[src/rtl/clkdiv_edge_det.sv]
module clkdiv_edge_det (
  input  logic clk,
  input  logic src_clk,
  output logic rise
);
  logic src_prev;

  always_ff @(posedge clk) begin
    src_prev <= src_clk;
  end

  assign rise = src_clk & ~src_prev;
endmodule

[src/rtl/clkdiv_ratio_ctrl.sv]
module clkdiv_ratio_ctrl #(
  parameter int SEL_W = 2
) (
  input  logic             clk,
  input  logic             rst_n,
  input  logic [SEL_W-1:0] sel_in,
  input  logic             period_end,
  output logic [SEL_W-1:0] sel_cur
);
  // The ratio in force changes only at a period boundary or while held.
  always_ff @(posedge clk) begin
    if (!rst_n || period_end) begin
      sel_cur <= sel_in;
    end
  end
endmodule

[src/rtl/clkdiv_counter.sv]
module clkdiv_counter #(
  parameter int CNT_W = 4,
  parameter int SEL_W = 2
) (
  input  logic             clk,
  input  logic             rst_n,
  input  logic             rise,
  input  logic [SEL_W-1:0] sel_cur,
  output logic             period_end,
  output logic             b_next
);
  logic [CNT_W-1:0] cnt;
  logic [CNT_W-1:0] cnt_nx;
  logic [CNT_W-1:0] span;

  always_comb begin
    span       = {CNT_W{1'b1}} >> (CNT_W - 1 - int'(sel_cur));
    period_end = rise && ((cnt & span) == span);
    if (!rst_n || period_end) begin
      cnt_nx = '0;
    end else if (rise) begin
      cnt_nx = cnt + 1'b1;
    end else begin
      cnt_nx = cnt;
    end
    b_next = cnt_nx[sel_cur];
  end

  always_ff @(posedge clk) begin
    cnt <= cnt_nx;
  end
endmodule

[src/rtl/clkdiv_out_stage.sv]
module clkdiv_out_stage #(
  parameter int NUM_B = 2
) (
  input  logic             clk,
  input  logic             rst_n,
  input  logic             src_clk,
  input  logic             b_next,
  output logic             qa,
  output logic             qa_n,
  output logic [NUM_B-1:0] qb,
  output logic [NUM_B-1:0] qb_n
);
  logic qa_r;

  // Bypass register: same depth as the divided-bank registers, never held.
  always_ff @(posedge clk) begin
    qa_r <= src_clk;
  end

  assign qa   = qa_r;
  assign qa_n = ~qa_r;

  // One register per divided output so each drives its own load.
  for (genvar g = 0; g < NUM_B; g++) begin : g_bank_b
    logic qb_r;
    always_ff @(posedge clk) begin
      if (!rst_n) begin
        qb_r <= 1'b0;
      end else begin
        qb_r <= b_next;
      end
    end
    assign qb[g]   = qb_r;
    assign qb_n[g] = ~qb_r;
  end
endmodule

[src/rtl/clk_div_bypass.sv]
module clk_div_bypass #(
  parameter int CNT_W = 4,
  parameter int NUM_B = 2,
  localparam int SEL_W = $clog2(CNT_W)
) (
  input  logic             clk,
  input  logic             rst_n,
  input  logic             src_clk,
  input  logic [SEL_W-1:0] sel,
  output logic             qa,
  output logic             qa_n,
  output logic [NUM_B-1:0] qb,
  output logic [NUM_B-1:0] qb_n
);
  logic             rise;
  logic             period_end;
  logic             b_next;
  logic [SEL_W-1:0] sel_cur;

  clkdiv_edge_det u_edge (
    .clk     (clk),
    .src_clk (src_clk),
    .rise    (rise)
  );

  clkdiv_ratio_ctrl #(.SEL_W(SEL_W)) u_ratio (
    .clk        (clk),
    .rst_n      (rst_n),
    .sel_in     (sel),
    .period_end (period_end),
    .sel_cur    (sel_cur)
  );

  clkdiv_counter #(.CNT_W(CNT_W), .SEL_W(SEL_W)) u_cnt (
    .clk        (clk),
    .rst_n      (rst_n),
    .rise       (rise),
    .sel_cur    (sel_cur),
    .period_end (period_end),
    .b_next     (b_next)
  );

  clkdiv_out_stage #(.NUM_B(NUM_B)) u_out (
    .clk     (clk),
    .rst_n   (rst_n),
    .src_clk (src_clk),
    .b_next  (b_next),
    .qa      (qa),
    .qa_n    (qa_n),
    .qb      (qb),
    .qb_n    (qb_n)
  );
endmodule

[config.mk]
export PLATFORM = sky130hd
export DESIGN_NAME = clk_div_bypass
export DESIGN_NICKNAME = d
export VERILOG_FILES = /design/src/rtl/clkdiv_edge_det.sv /design/src/rtl/clkdiv_ratio_ctrl.sv /design/src/rtl/clkdiv_counter.sv /design/src/rtl/clkdiv_out_stage.sv /design/src/rtl/clk_div_bypass.sv
export SDC_FILE = /design/constraint.sdc
export NUM_CORES = 1
export LEC_CHECK = 0
export BUFFER_PORTS_ARGS = -buffer_cell sky130_fd_sc_hd__buf_4
export CAP_MARGIN = 40
export CORE_AREA = 2 2 39 41
export DETAILED_ROUTE_END_ITERATION = 8
export DIE_AREA = 0 0 41 43
export SLEW_MARGIN = 5
export SYNTH_ARGS = -nofsm -noshare
export SYNTH_HDL_FRONTEND = slang
export SYNTH_SLANG_ARGS = --single-unit
[constraint.sdc]
create_clock -name clk -period 1.9 [get_ports clk]
set_clock_uncertainty 0.2 [all_clocks]
set_input_delay 0.285 -clock clk [delete_from_list [all_inputs] [get_ports clk]]
set_output_delay 0.285 -clock clk [all_outputs]
set_load 0.01 [all_outputs]
# Word level (Yosys, flattened, before mapping)
# Index checks and enable logic that the tools add are counted.
[word_totals]
input_bits = 5
wordCells = 20
ff_bits = 8
[op_classes]
n_eq_ne = 1
n_shift = 1
n_lt_le_gt_ge = 1
n_bitwise = 4
reduce_logical = 3
addsub = 2
mux = 4
[op_table]
columns = ["operator", "count"]
rows = [
  ["$shr A4 B32 Y4 const A", 1],
  ["$mux W4", 2],
  ["$add A4 B1 Y4 const B", 1],
  ["$and A4 B4 Y4", 1],
  ["$eq A4 B4 Y1", 1],
  ["$lt A2 B3 Y1 const B", 1],
  ["$sub A2 B2 Y3 const A", 1],
  ["$bmux W1 S2", 1],
  ["$not A1 Y1", 2],
  ["$and A1 B1 Y1", 1],
  ["$logic_and A1 B1 Y1", 1],
  ["$logic_not A1 Y1", 1],
  ["$logic_or A1 B1 Y1", 1],
  ["$mux W1", 1],
]

# Logic depth before layout (Yosys ltp)
# Gate-level depths: netlist (run 1).
[logic_depth]
depth_word = 9
ltp_mapped = 5

# Cells and area by module
# From an unflattened synthesis (run 1), not the netlist that was laid out.
[hier_totals]
cells_unflattened = 48
hier_area_um2 = 490.5
[by_module_without_submodules]
columns = ["module", "instances", "cells_each", "area_per_inst_um2", "seq_area_each_um2"]
rows = [
  ["clkdiv_counter", 1, 35, 314.1, 80.1],
  ["clkdiv_out_stage", 1, 8, 76.3, 40.0],
  ["clkdiv_ratio_ctrl", 1, 3, 66.3, 60.1],
  ["clkdiv_edge_det", 1, 2, 33.8, 20.0],
]

# Worst setup path before layout (run 1)
# No wires, ideal clock.
[synth_timing]
path_type = "reg2reg"
startpoint = "reg u_cnt.cnt[0]"
endpoint = "reg u_out.g_bank_b[1].qb_r"
setup_ps = 66
synth_period_minus_slack_ps = 1542
required_time_ps = 1634
n_path_buf = 0
t_arrival_ps = 1275
setup_slack_ps = 358
stages_incl_launch_ff = 6
cell_sequence = "dfxtp_1 -> ha_1 -> mux2i_1 -> or3b_1 -> a21o_1 -> a21oi_2"
[synth_via]
elab_chain_len = 7
word_cells_on_any_way = 9
classes_between = "1 x add/sub; 1 x eq/ne; 4 x mux; 1 x bitwise; 2 x reduce/logical"
[synth_lines]
columns = ["element", "line_no", "rtl"]
rows = [
  ["start: declaration", "clkdiv_counter.sv:12", "logic [CNT_W-1:0] cnt;"],
  ["start signal: assignment", "clkdiv_counter.sv:30", "cnt <= cnt_nx;"],
  ["branches (longest 4 deep; another with $add A4 B1 Y4)", "--", ""],
  ["$mux W4 (*)", "clkdiv_counter.sv:19", "if (!rst_n || period_end) begin"],
  ["$bmux W1 S2 (*)", "clkdiv_counter.sv:26", "b_next = cnt_nx[sel_cur];"],
  ["$mux W1 (not written as such) (*)", "clkdiv_counter.sv:26", ""],
  ["end signal: assignment", "clkdiv_out_stage.sv:30", "qb_r <= b_next;"],
  ["end: declaration", "clkdiv_out_stage.sv:25", "logic qb_r;"],
]
# Mark *: on every way between the ends. The select of a mux whose other input is x is not followed.
# A chain may end at the register's enable or synchronous reset.

# Worst setup path in the final report (run 1)
# Ends and elaborated chain as after synthesis.

==> flow_metrics.tcl, run 1 <==
set metrics [dict create \
    tightest_slew_ns 0.280 \
    synth_compound_area_share_pct 18.9 \
    outcome "completed" \
    ys_seq_area_share_pct 44.7 \
    synth_top_family_by_area "compound AO/OA/AOI/OAI gates" \
    grtUsageTotal_pct 9.59 \
    crit_buf_inv 0 \
    synth_warnings 0 \
    synthCells 39 \
    clk_latency_ns 0.26 \
    cts_buffer_depth 2 \
    die_area_um2 1760 \
    synth_top_area_share_pct 29.8 \
    min_from "rst_n" \
    synthAdderAreaFrac_pct 3.11 \
    grt_pass1_wl_um 1010 \
    cp_slowest_cell "or3b_1" \
    ir_worst_vdd_uv 426 \
    start_kind "flop" \
    top_layer "met4" \
    ys_ff_latch 8 \
    worstPathMaxFanout 3 \
    routed-wl-met3_um 75 \
    arrival_ns 1.63 \
    routedWlPerCell_um 9.64 \
    syn_to_final_growth_pct 32.0 \
    synth.top_cells.by_area "dfxtp_1 (30%), edfxtp_1 (15%), buf_4 (5.6%)" \
    critical_path_class "flop to flop" \
    cts.clk_slew.worst_paths_ns 0.06 \
    ys_types 26 \
    first_pass_iters 2 \
    muxShareOfSynthArea_pct 2.48 \
    via_count 309 \
    hp-class "primary input to flop" \
    p_leak_nw 0.224 \
    first_global_vias 259 \
    min_period_ns 1.63 \
    cts.sinks 8 \
    drv_cap 0 \
    setup_viol 0 \
    drv_slew 0 \
    avgSynthCellArea_um2 10.3 \
    r2r-start "u_cnt.cnt[0]" \
    synth_simple_gate_area_share_pct 18.0 \
    viasPerCell 4.48 \
    async_flop_share_pct 0 \
    rrSetupSlack_ns 0.27 \
    endpoint_kind "flop" \
    core-area_um2 1380 \
    dp_hpwl_um 498 \
    path_cells "ha_1 -> mux2i_1 -> or3b_1 -> a21o_1 -> a21oi_2" \
    grt_max_degree 7 \
    cp_data_required_time_ns 1.90 \
    slew_headroom_pct 81.2 \
    p_per_area_nw_per_um2 723 \
    overflow 0 \
    place_congestion 0.775 \
    wl_um 665 \
    cts-root-buf "clkbuf_4" \
    drive_gt1_share_pct 32.1 \
    hold_viol 0 \
    worstRegToRegCells 5 \
    numCtsBuffers 3 \
    die_h_um 43 \
    synthXorXnorAreaFrac_pct 4.35 \
    met2_length_um 245 \
    nets 60 \
    hold_path_end "u_cnt.cnt[0]" \
    period_share_pct 85.6 \
    rr_endpoint "u_out.g_bank_b[1].qb_r" \
    antenna_left 0 \
    antenna_found_initial 0 \
    synthesis.nets 45 \
    rows 14 \
    ioPinCount 11 \
    h-tree-depth 1 \
    rsz0062_at_grt "false" \
    die_w_um 41 \
    drt_first_iter_violations 2 \
    io_buffers 10 \
    cts_tree "yes" \
    synthesis.area_um2 403 \
    cp_top_family "simple AND/OR/NAND/NOR gates" \
    worstHoldPathCells 2 \
    drc_errors 0 \
    diodes 0 \
    placedCellCount 62 \
    slowest_delay_ns 0.35 \
    fin_cells 69 \
    cts_setup_buffers 0 \
    start_util_pct 29.1 \
    synthFlopType "dfxtp_1" \
    fmax_ghz 0.615 \
    yosysTopAreaCell "dfxtp_1" \
    synth_edf_count 2 \
    m1WireLength_um 331 \
    finalCoreUtilization_pct 38.4 \
    timing.setup.tns_ns 0 \
]
state kept, by name (all words and copies together), names as in the netlist:
name / count
u_out.qa: 1
u_cnt.cnt: 4
u_ratio.sel_cur: 2
u_out.g_bank_b.qb_r: 1
kinds of logic after synthesis:
| family | Yosys count |
|---|---|
| buf+inv | 6 |
| xor+xnor | 2 |
| compound gates | 10 |
| mux | 1 |
| fa+ha+maj | 1 |
| flops | 8 |
| simple gates | 11 |
power by group:
part | switching (mW) | total, mW | internal (mW)
Sequential | 0.00754 | 0.190 | 0.183
Combinational | 0.0203 | 0.0496 | 0.0293
Clock | 0.0635 | 0.144 | 0.0807
cell type report:
type / instances / area, um2
clock buffer: 4 / 26.3
inverter: 3 / 11.3
sequential: 8 / 180
tap: 16 / 20.0
multi-input combinational: 25 / 189
fill: 146 / 852
timing repair buffer: 13 / 105
cells in the final DEF (no fill, tap or decap):
cell type,n
clkbuf_1,1
or3b_1,1
buf_4,10
dfxtp_1,6
o21ai_0,2
xnor2_1,1
nand2b_1,1
inv_1,3
nor2b_1,1
nor2b_4,1
o21ba_2,1
xor2_1,1
a21boi_0,1
ha_1,1
o21ai_2,1
and2_1,1
clkbuf_4,3
nand3b_1,1
dlygate4sd3_1,3
nor2_1,1
o21a_1,1
a21o_1,2
and2b_1,1
edfxtp_1,2
nand2_1,2
nor3_1,1
mux2i_1,1
a311oi_1,1
a21oi_2,1
how the worst max path moves through the flow:
stage                             from                     end  slack (ns)  cells after the start
after detailed placement  u_cnt.cnt[0]  u_out.g_bank_b[1].qb_r        0.28                      5
after global routing      u_cnt.cnt[1]  u_out.g_bank_b[1].qb_r        0.19                      5
after CTS                 u_cnt.cnt[0]  u_out.g_bank_b[1].qb_r        0.27                      5
final                     u_cnt.cnt[0]  u_out.g_bank_b[1].qb_r        0.27                      5
after global placement    u_cnt.cnt[1]  u_out.g_bank_b[1].qb_r        0.28                      5
after floorplan           u_cnt.cnt[0]  u_out.g_bank_b[1].qb_r        0.36                      5
layer usage:
| metal | up-vias | track usage, % |
|---|---|---|
| li1 | 160 | - |
| met1 | 133 | 10.1 |
| met2 | 14 | 11.6 |
| met3 | 2 | 9.42 |
| met4 | 0 | 6.00 |
| met5 | - | 0 |
synth_stat cells (all sizes together), types with 2 or more instances:
master / number
nor2b: 2
nand2: 2
buf: 3
edfxtp: 2
o21ai: 3
a21o: 2
inv: 3
dfxtp: 6
what timing repair did:
item | CTS | global route
hold buffers | 3 | 0
resized for setup | 0 | 0
endpoints found under the hold margin | 3 | 0
per-stage QoR:
| step | hold WS, ns | worst slack (ns) | total power [mW] | area, um2 |
|---|---|---|---|---|
| 6_report | 0.0638 | 0.273 | 0.384 | 532 |
| 3_5_place_dp | 0.213 | 0.283 | 0.240 | 475 |
| 2_1_floorplan | 0.113 | 0.358 | 0.222 | 403 |
| 4_1_cts | 0.0585 | 0.268 | 0.393 | 532 |
| 5_1_grt | 0.0682 | 0.194 | 0.408 | 532 |
| 3_3_place_gp | 0.213 | 0.281 | 0.239 | 475 |
Power figures use the tool's default switching activity.
==> inputs of run 2 (changes only) <==
CTS_BUF_LIST = sky130_fd_sc_hd__clkbuf_8   (was unset)
SYNTH_HIERARCHICAL = 1   (was unset)
==> run 2 against run 1 <==
Compared with the run above: maximum frequency decreased by 7.2%; global-route usage increased by 3.2 points; first-iteration DRC count increased to 3.0 times the previous value; via count increased by 23%; non-clock buffer count increased by 1; setup slack got worse by 0.13 ns; register-to-register slack got worse by 0.13 ns; wire length increased by 26%; sequential power increased by 11%; clock power increased by 53%.
==> flow_metrics.tcl, run 2 <==
set metrics [dict create \
    outcome "completed" \
    die_area_um2 1760 \
    synthesis.area_um2 490 \
    drv_slew 0 \
    synthAdderAreaFrac_pct 2.55 \
    numCtsBuffers 3 \
    top_usage_layer "met2" \
    p_switching_mw 0.112 \
    rsz0062_at_grt "false" \
    synth.top_cells.by_area "dfxtp_1 (29%), edfxtp_1 (12%), buf_4 (6.1%)" \
    synthFlopType "dfxtp_1" \
    dp_hpwl_um 635 \
    tightest_slew_ns 0.316 \
    netlist_top_cells_count "dfxtp_1 (7), nor2_1 (5), buf_4 (4)" \
    drc_errors 0 \
    h-tree-depth 1 \
    fill_cells 145 \
    hold_slack_ns 0.0290 \
    rows 14 \
    grt_max_degree 8 \
    synth_warnings 6 \
    clk_latency_ns 0.23 \
    grt_use_met1_pct 13.8 \
    drt_first_iter_violations 6 \
    multiInputGateArea_um2 249 \
    overflow 0 \
    grtUsageMet2_pct 18.1 \
    place_area_um2 578 \
    ys_types 25 \
    cts_buffer_depth 2 \
    first_global_vias 373 \
    cts_tree "yes" \
    place_ws_ns 0.0588 \
    avgSynthCellArea_um2 10.2 \
    p_leak_nw 0.298 \
    ys_seq_area_share_pct 40.8 \
    grt_pass1_wl_um 1460 \
    drive_gt1_share_pct 33.9 \
    hp-class "primary input to flop" \
    routedWlPerCell_um 10.8 \
    synth_simple_gate_area_share_pct 21.9 \
    place_congestion 0.840 \
    slew_headroom_pct 78.7 \
    final_common_cell "buf_4" \
    start_kind "flop" \
    antenna_left 0 \
    worstRegToRegCells 5 \
    endpoint_kind "flop" \
    io_buffers 10 \
    largestRegisters "u_cnt/cnt: 4 flops, u_ratio/sel_cur: 2 flops" \
    total_power_mw 0.493 \
    nets 69 \
    fmax_ghz 0.570 \
    cts.sinks 9 \
    cts.clk_slew.worst_paths_ns 0.05 \
    min_period_ns 1.75 \
    ir_worst_vdd_uv 453 \
    p_seq_share_pct 42.8 \
    synth_top_area_share_pct 28.6 \
    fin_ws_ns 0.147 \
    p_clk_share_pct 44.6 \
    grtUsageMet3_pct 4.71 \
    first_pass_iters 5 \
    regArea_um2 200 \
    synthCells 48 \
    drv_cap 0 \
    synth_edf_count 2 \
    synthXorXnorAreaFrac_pct 5.36 \
    worstHoldPathCells 1 \
    hold_viol 0 \
    synth_compound_area_share_pct 15.8 \
    setup_viol 0 \
    arrival_ns 1.73 \
    grtUsageTotal_pct 12.8 \
    wl_um 839 \
    switching_share_pct 22.7 \
    critical_path_class "flop to flop" \
    syn_to_final_growth_pct 29.3 \
    synthesis.nets 54 \
    worstPathMaxFanout 6 \
    start_util_pct 35.4 \
    cp_data_required_time_ns 1.88 \
    die_h_um 43 \
    period_share_pct 92.3 \
    async_flop_share_pct 0 \
    viasPerCell 4.86 \
    timing.setup.tns_ns 0 \
    synth.most_common_cell "dfxtp_1" \
    muxShareOfSynthArea_pct 5.10 \
    comb_power_share_pct 12.5 \
    die_w_um 41 \
    fin_area_um2 634 \
    yosysTopAreaCell "dfxtp_1" \
    core-area_um2 1380 \
    via_count 379 \
    antenna_found_initial 0 \
    cts-root-buf "clkbuf_8" \
    final_cell_mix "buf_4 (13), dfxtp_1 (7), nor2_1 (5)" \
    p_per_area_nw_per_um2 778 \
    ys_ff_latch 9 \
    diodes 0 \
    regMostFlops "u_cnt/cnt" \
    intPower_mw 0.381 \
    synth_top_family_by_area "simple AND/OR/NAND/NOR gates" \
    largest_register_ffs 4 \
    ioPinCount 11 \
]
run 2: path summary, 6_finish.rpt:
| check | slack (ns) | start | to |
|---|---|---|---|
| worst max register to register | 0.15 | u_edge/src_prev | u_out/g_bank_b[1].qb_r |
| worst max-delay path | 0.15 | u_edge/src_prev | u_out/g_bank_b[1].qb_r |
| worst min register to register | 0.41 | u_cnt/cnt[1] | u_cnt/cnt[1] |
| worst min-delay path | 0.03 | sel[0] | u_ratio/sel_cur[0] |
run 2: timing repair:
action,in CTS,in global routing
buffers inserted,0,0
resized for setup,0,0
hold buffers,1,0
endpoints found under the hold margin,2,0
setup endpoints to repair,0,0
run 2: worst max-delay path, cell delays in order (launching register included):
cell	delay [ns]
dfxtp_1	0.32
nor2b_4	0.21
nand4_4	0.16
mux2_4	0.32
a2111oi_2	0.33
and2_1	0.16
run 2: layer usage:
layer / wire (um) / vias to the layer above / share of wire [%]
met5: 0 / - / 0
met3: 51 / 6 / 6.1
li1: - / 192 / -
met1: 372 / 165 / 44
met4: 42 / 0 / 5.0
met2: 372 / 16 / 44
run 2: cell families (layout without fill, tap and decap cells):
logic type,after synthesis,count (layout)
and+or+nand+nor,16,16
AOI/OAI and AO/OA,10,10
DFF,9,9
buffers and inverters,7,21
xor gates and xnor gates,3,3
muxes,2,2
adders and majority gates,1,1
run 2: layout make-up:
cell class / instances / area share (%)
clock buffers: 3 / 6.51
clock inverters: 1 / 0.789
inverters: 3 / 1.78
multi-input cells: 32 / 39.3
flip-flops and latches: 9 / 31.6
well taps: 16 / 3.16
repair buffers: 14 / 17.0
run 2: power by group through the flow:
stage                     Combinational (mW)  Sequential [mW]  Clock [mW]
after CTS                             0.0617            0.211       0.230
after global routing                  0.0678            0.213       0.236
final                                 0.0619            0.211       0.220
after global placement                0.0588            0.215           0
after detailed placement              0.0594            0.215           0
after floorplan                       0.0332            0.217           0
run 2: stage by stage:
step	utilization (%)	cells
2_1_floorplan	-	48
3_3_place_gp	41.8	73
3_5_place_dp	41.8	73
4_1_cts	45.8	78
5_1_grt	45.8	78
6_report	45.8	78
==> inputs of run 3 (changes only) <==
CAP_MARGIN = unset   (was 40)
PLACE_DENSITY = 0.65   (was unset)
clock period = 1.8 ns   (was 1.9 ns; I/O delays follow)
==> run 3 against run 2 <==
Compared with the run above: clock power is 6% higher; power grew 5.4%; sequential power rose by 6%; register-to-register slack got worse by 0.08 ns; final area rose by 1.2%; core utilization increased by 0.54 points; critical path type unchanged.
==> flow_metrics.tcl, run 3 (synthesized netlist as in run 2, its figures left out) <==
set metrics [dict create \
    cts.sinks 9 \
    setup_viol 0 \
    place_congestion 0.872 \
    slowest_delay_ns 0.33 \
    die_w_um 41 \
    cp_slowest_cell "a2111oi_2" \
    tightest_slew_ns 0.322 \
    dp_hpwl_um 652 \
    period_share_pct 96.5 \
    antenna_left 0 \
    worstPathMaxFanout 6 \
    total_power_mw 0.520 \
    finalCoreUtilization_pct 46.4 \
    fin_cells 78 \
    first_global_vias 375 \
    min_period_ns 1.74 \
    wl_um 890 \
    drive_gt1_share_pct 35.5 \
    rsz0062_at_grt "false" \
    die_area_um2 1760 \
    critical_path_class "flop to flop" \
    endpoint_kind "flop" \
    grt_pass1_wl_um 1480 \
    p_switching_mw 0.120 \
    cts_tree "yes" \
    io_buffers 10 \
    grtUsageTotal_pct 12.6 \
    ir_worst_vdd_uv 408 \
    placedCellCount 73 \
    clk_latency_ns 0.23 \
    hp-class "primary input to flop" \
    core-area_um2 1380 \
    p_seq_share_pct 42.8 \
    ioPinCount 11 \
    h-tree-depth 1 \
    final_cell_mix "buf_4 (13), dfxtp_1 (7), nor2_1 (5)" \
    start_util_pct 35.4 \
    p_per_area_nw_per_um2 810 \
    via_count 387 \
    largestRegisters "u_cnt/cnt: 4 flops, u_ratio/sel_cur: 2 flops" \
    hold_viol 0 \
    cts-root-buf "clkbuf_8" \
    syn_to_final_growth_pct 30.9 \
    overflow 0 \
    p_leak_nw 0.297 \
    switching_share_pct 23.0 \
    cts_buffer_depth 2 \
    arrival_ns 1.71 \
    diodes 0 \
    start_kind "flop" \
    drc_errors 0 \
    comb_power_share_pct 12.1 \
    nets 69 \
    drt_first_iter_violations 13 \
    path_cells "nor2b_4 -> nand4_4 -> mux2_4 -> a2111oi_2 -> and2_1" \
    fmax_ghz 0.576 \
    cts.clk_slew.worst_paths_ns 0.05 \
    drv_cap 0 \
    routedWlPerCell_um 11.4 \
    numCtsBuffers 3 \
    cp_data_required_time_ns 1.77 \
    cts_setup_buffers 0 \
    drv_slew 0 \
    grt_max_degree 8 \
    regMostFlops "u_cnt/cnt" \
    final_common_cell "buf_4" \
    intPower_mw 0.400 \
    p_clk_share_pct 45.1 \
    first_pass_iters 4 \
    outcome "completed" \
    die_h_um 43 \
    rows 14 \
    antenna_found_initial 0 \
    largest_register_ffs 4 \
    slew_headroom_pct 78.3 \
    viasPerCell 4.96 \
]
-- run 3: power by group through the flow --
stage | combinational, mW | clock (mW) | sequential [mW]
4_1_cts | 0.0615 | 0.241 | 0.222
5_1_grt | 0.0688 | 0.253 | 0.223
3_3_place_gp | 0.0591 | 0 | 0.226
2_1_floorplan | 0.0351 | 0 | 0.229
3_5_place_dp | 0.0594 | 0 | 0.226
6_report | 0.0631 | 0.234 | 0.223
-- run 3: metrics by stage --
| stage | setup slack (ns) | hold WS (ns) | setup TNS [ns] | instance area (um2) |
|---|---|---|---|---|
| after floorplan | 0.100 | 0.0977 | 0 | 490 |
| after CTS | 0.0520 | 0.0149 | 0 | 634 |
| after detailed placement | -0.00537 | 0.193 | -0.00537 | 578 |
| final | 0.0626 | 0.0162 | 0 | 642 |
| after global routing | 0.00603 | 0.0146 | 0 | 642 |
| after global placement | 0.00883 | 0.193 | 0 | 578 |
-- run 3: path summary, 6_finish.rpt --
kind / startpoint / end / slack, ns / depth (start not counted)
setup / recovery: u_edge/src_prev / u_out/g_bank_b[1].qb_r / 0.06 / 5
hold / removal: sel[1] / u_ratio/sel_cur[1] / 0.02 / 1
setup reg to reg: u_edge/src_prev / u_out/g_bank_b[1].qb_r / 0.06 / 5
hold reg to reg: u_cnt/cnt[3] / u_cnt/cnt[3] / 0.43 / 2
-- run 3: repair_timing --
action / in CTS / in global routing
setup endpoints to repair: 0 / 1
endpoints found under the hold margin: 2 / 0
hold buffers: 1 / 0
gates resized for setup: 0 / 1
-- run 3: per-layer routing --
layer  part of all wire, %  GRT usage, %  wire, um  vias to the layer above
li1                      -             -         -                      189
met3                   7.2          4.71        64                        0
met1                    42          15.2       375                      182
met5                     0             0         0                        -
met2                    51          19.7       450                       16
met4                     0          4.00         0                        0
-- run 3: final cells by class --
cell class / count / area, um2
Sequential cell: 9 / 200
Tap cell: 16 / 20.0
Clock inverter: 1 / 5.00
Clock buffer: 3 / 41.3
Timing Repair Buffer: 14 / 108
Multi-Input combinational cell: 32 / 256
Inverter: 3 / 11.3
Fill cell: 136 / 742
-- run 3: worst max-delay path, delay by kind of cell (launching register included) --
| kind | cells | cell delay, ns |
|---|---|---|
| AND/OR/NAND/NOR | 3 | 0.51 |
| flip-flops | 1 | 0.32 |
| AO/OA/AOI/OAI | 1 | 0.33 |
| multiplexers | 1 | 0.31 |
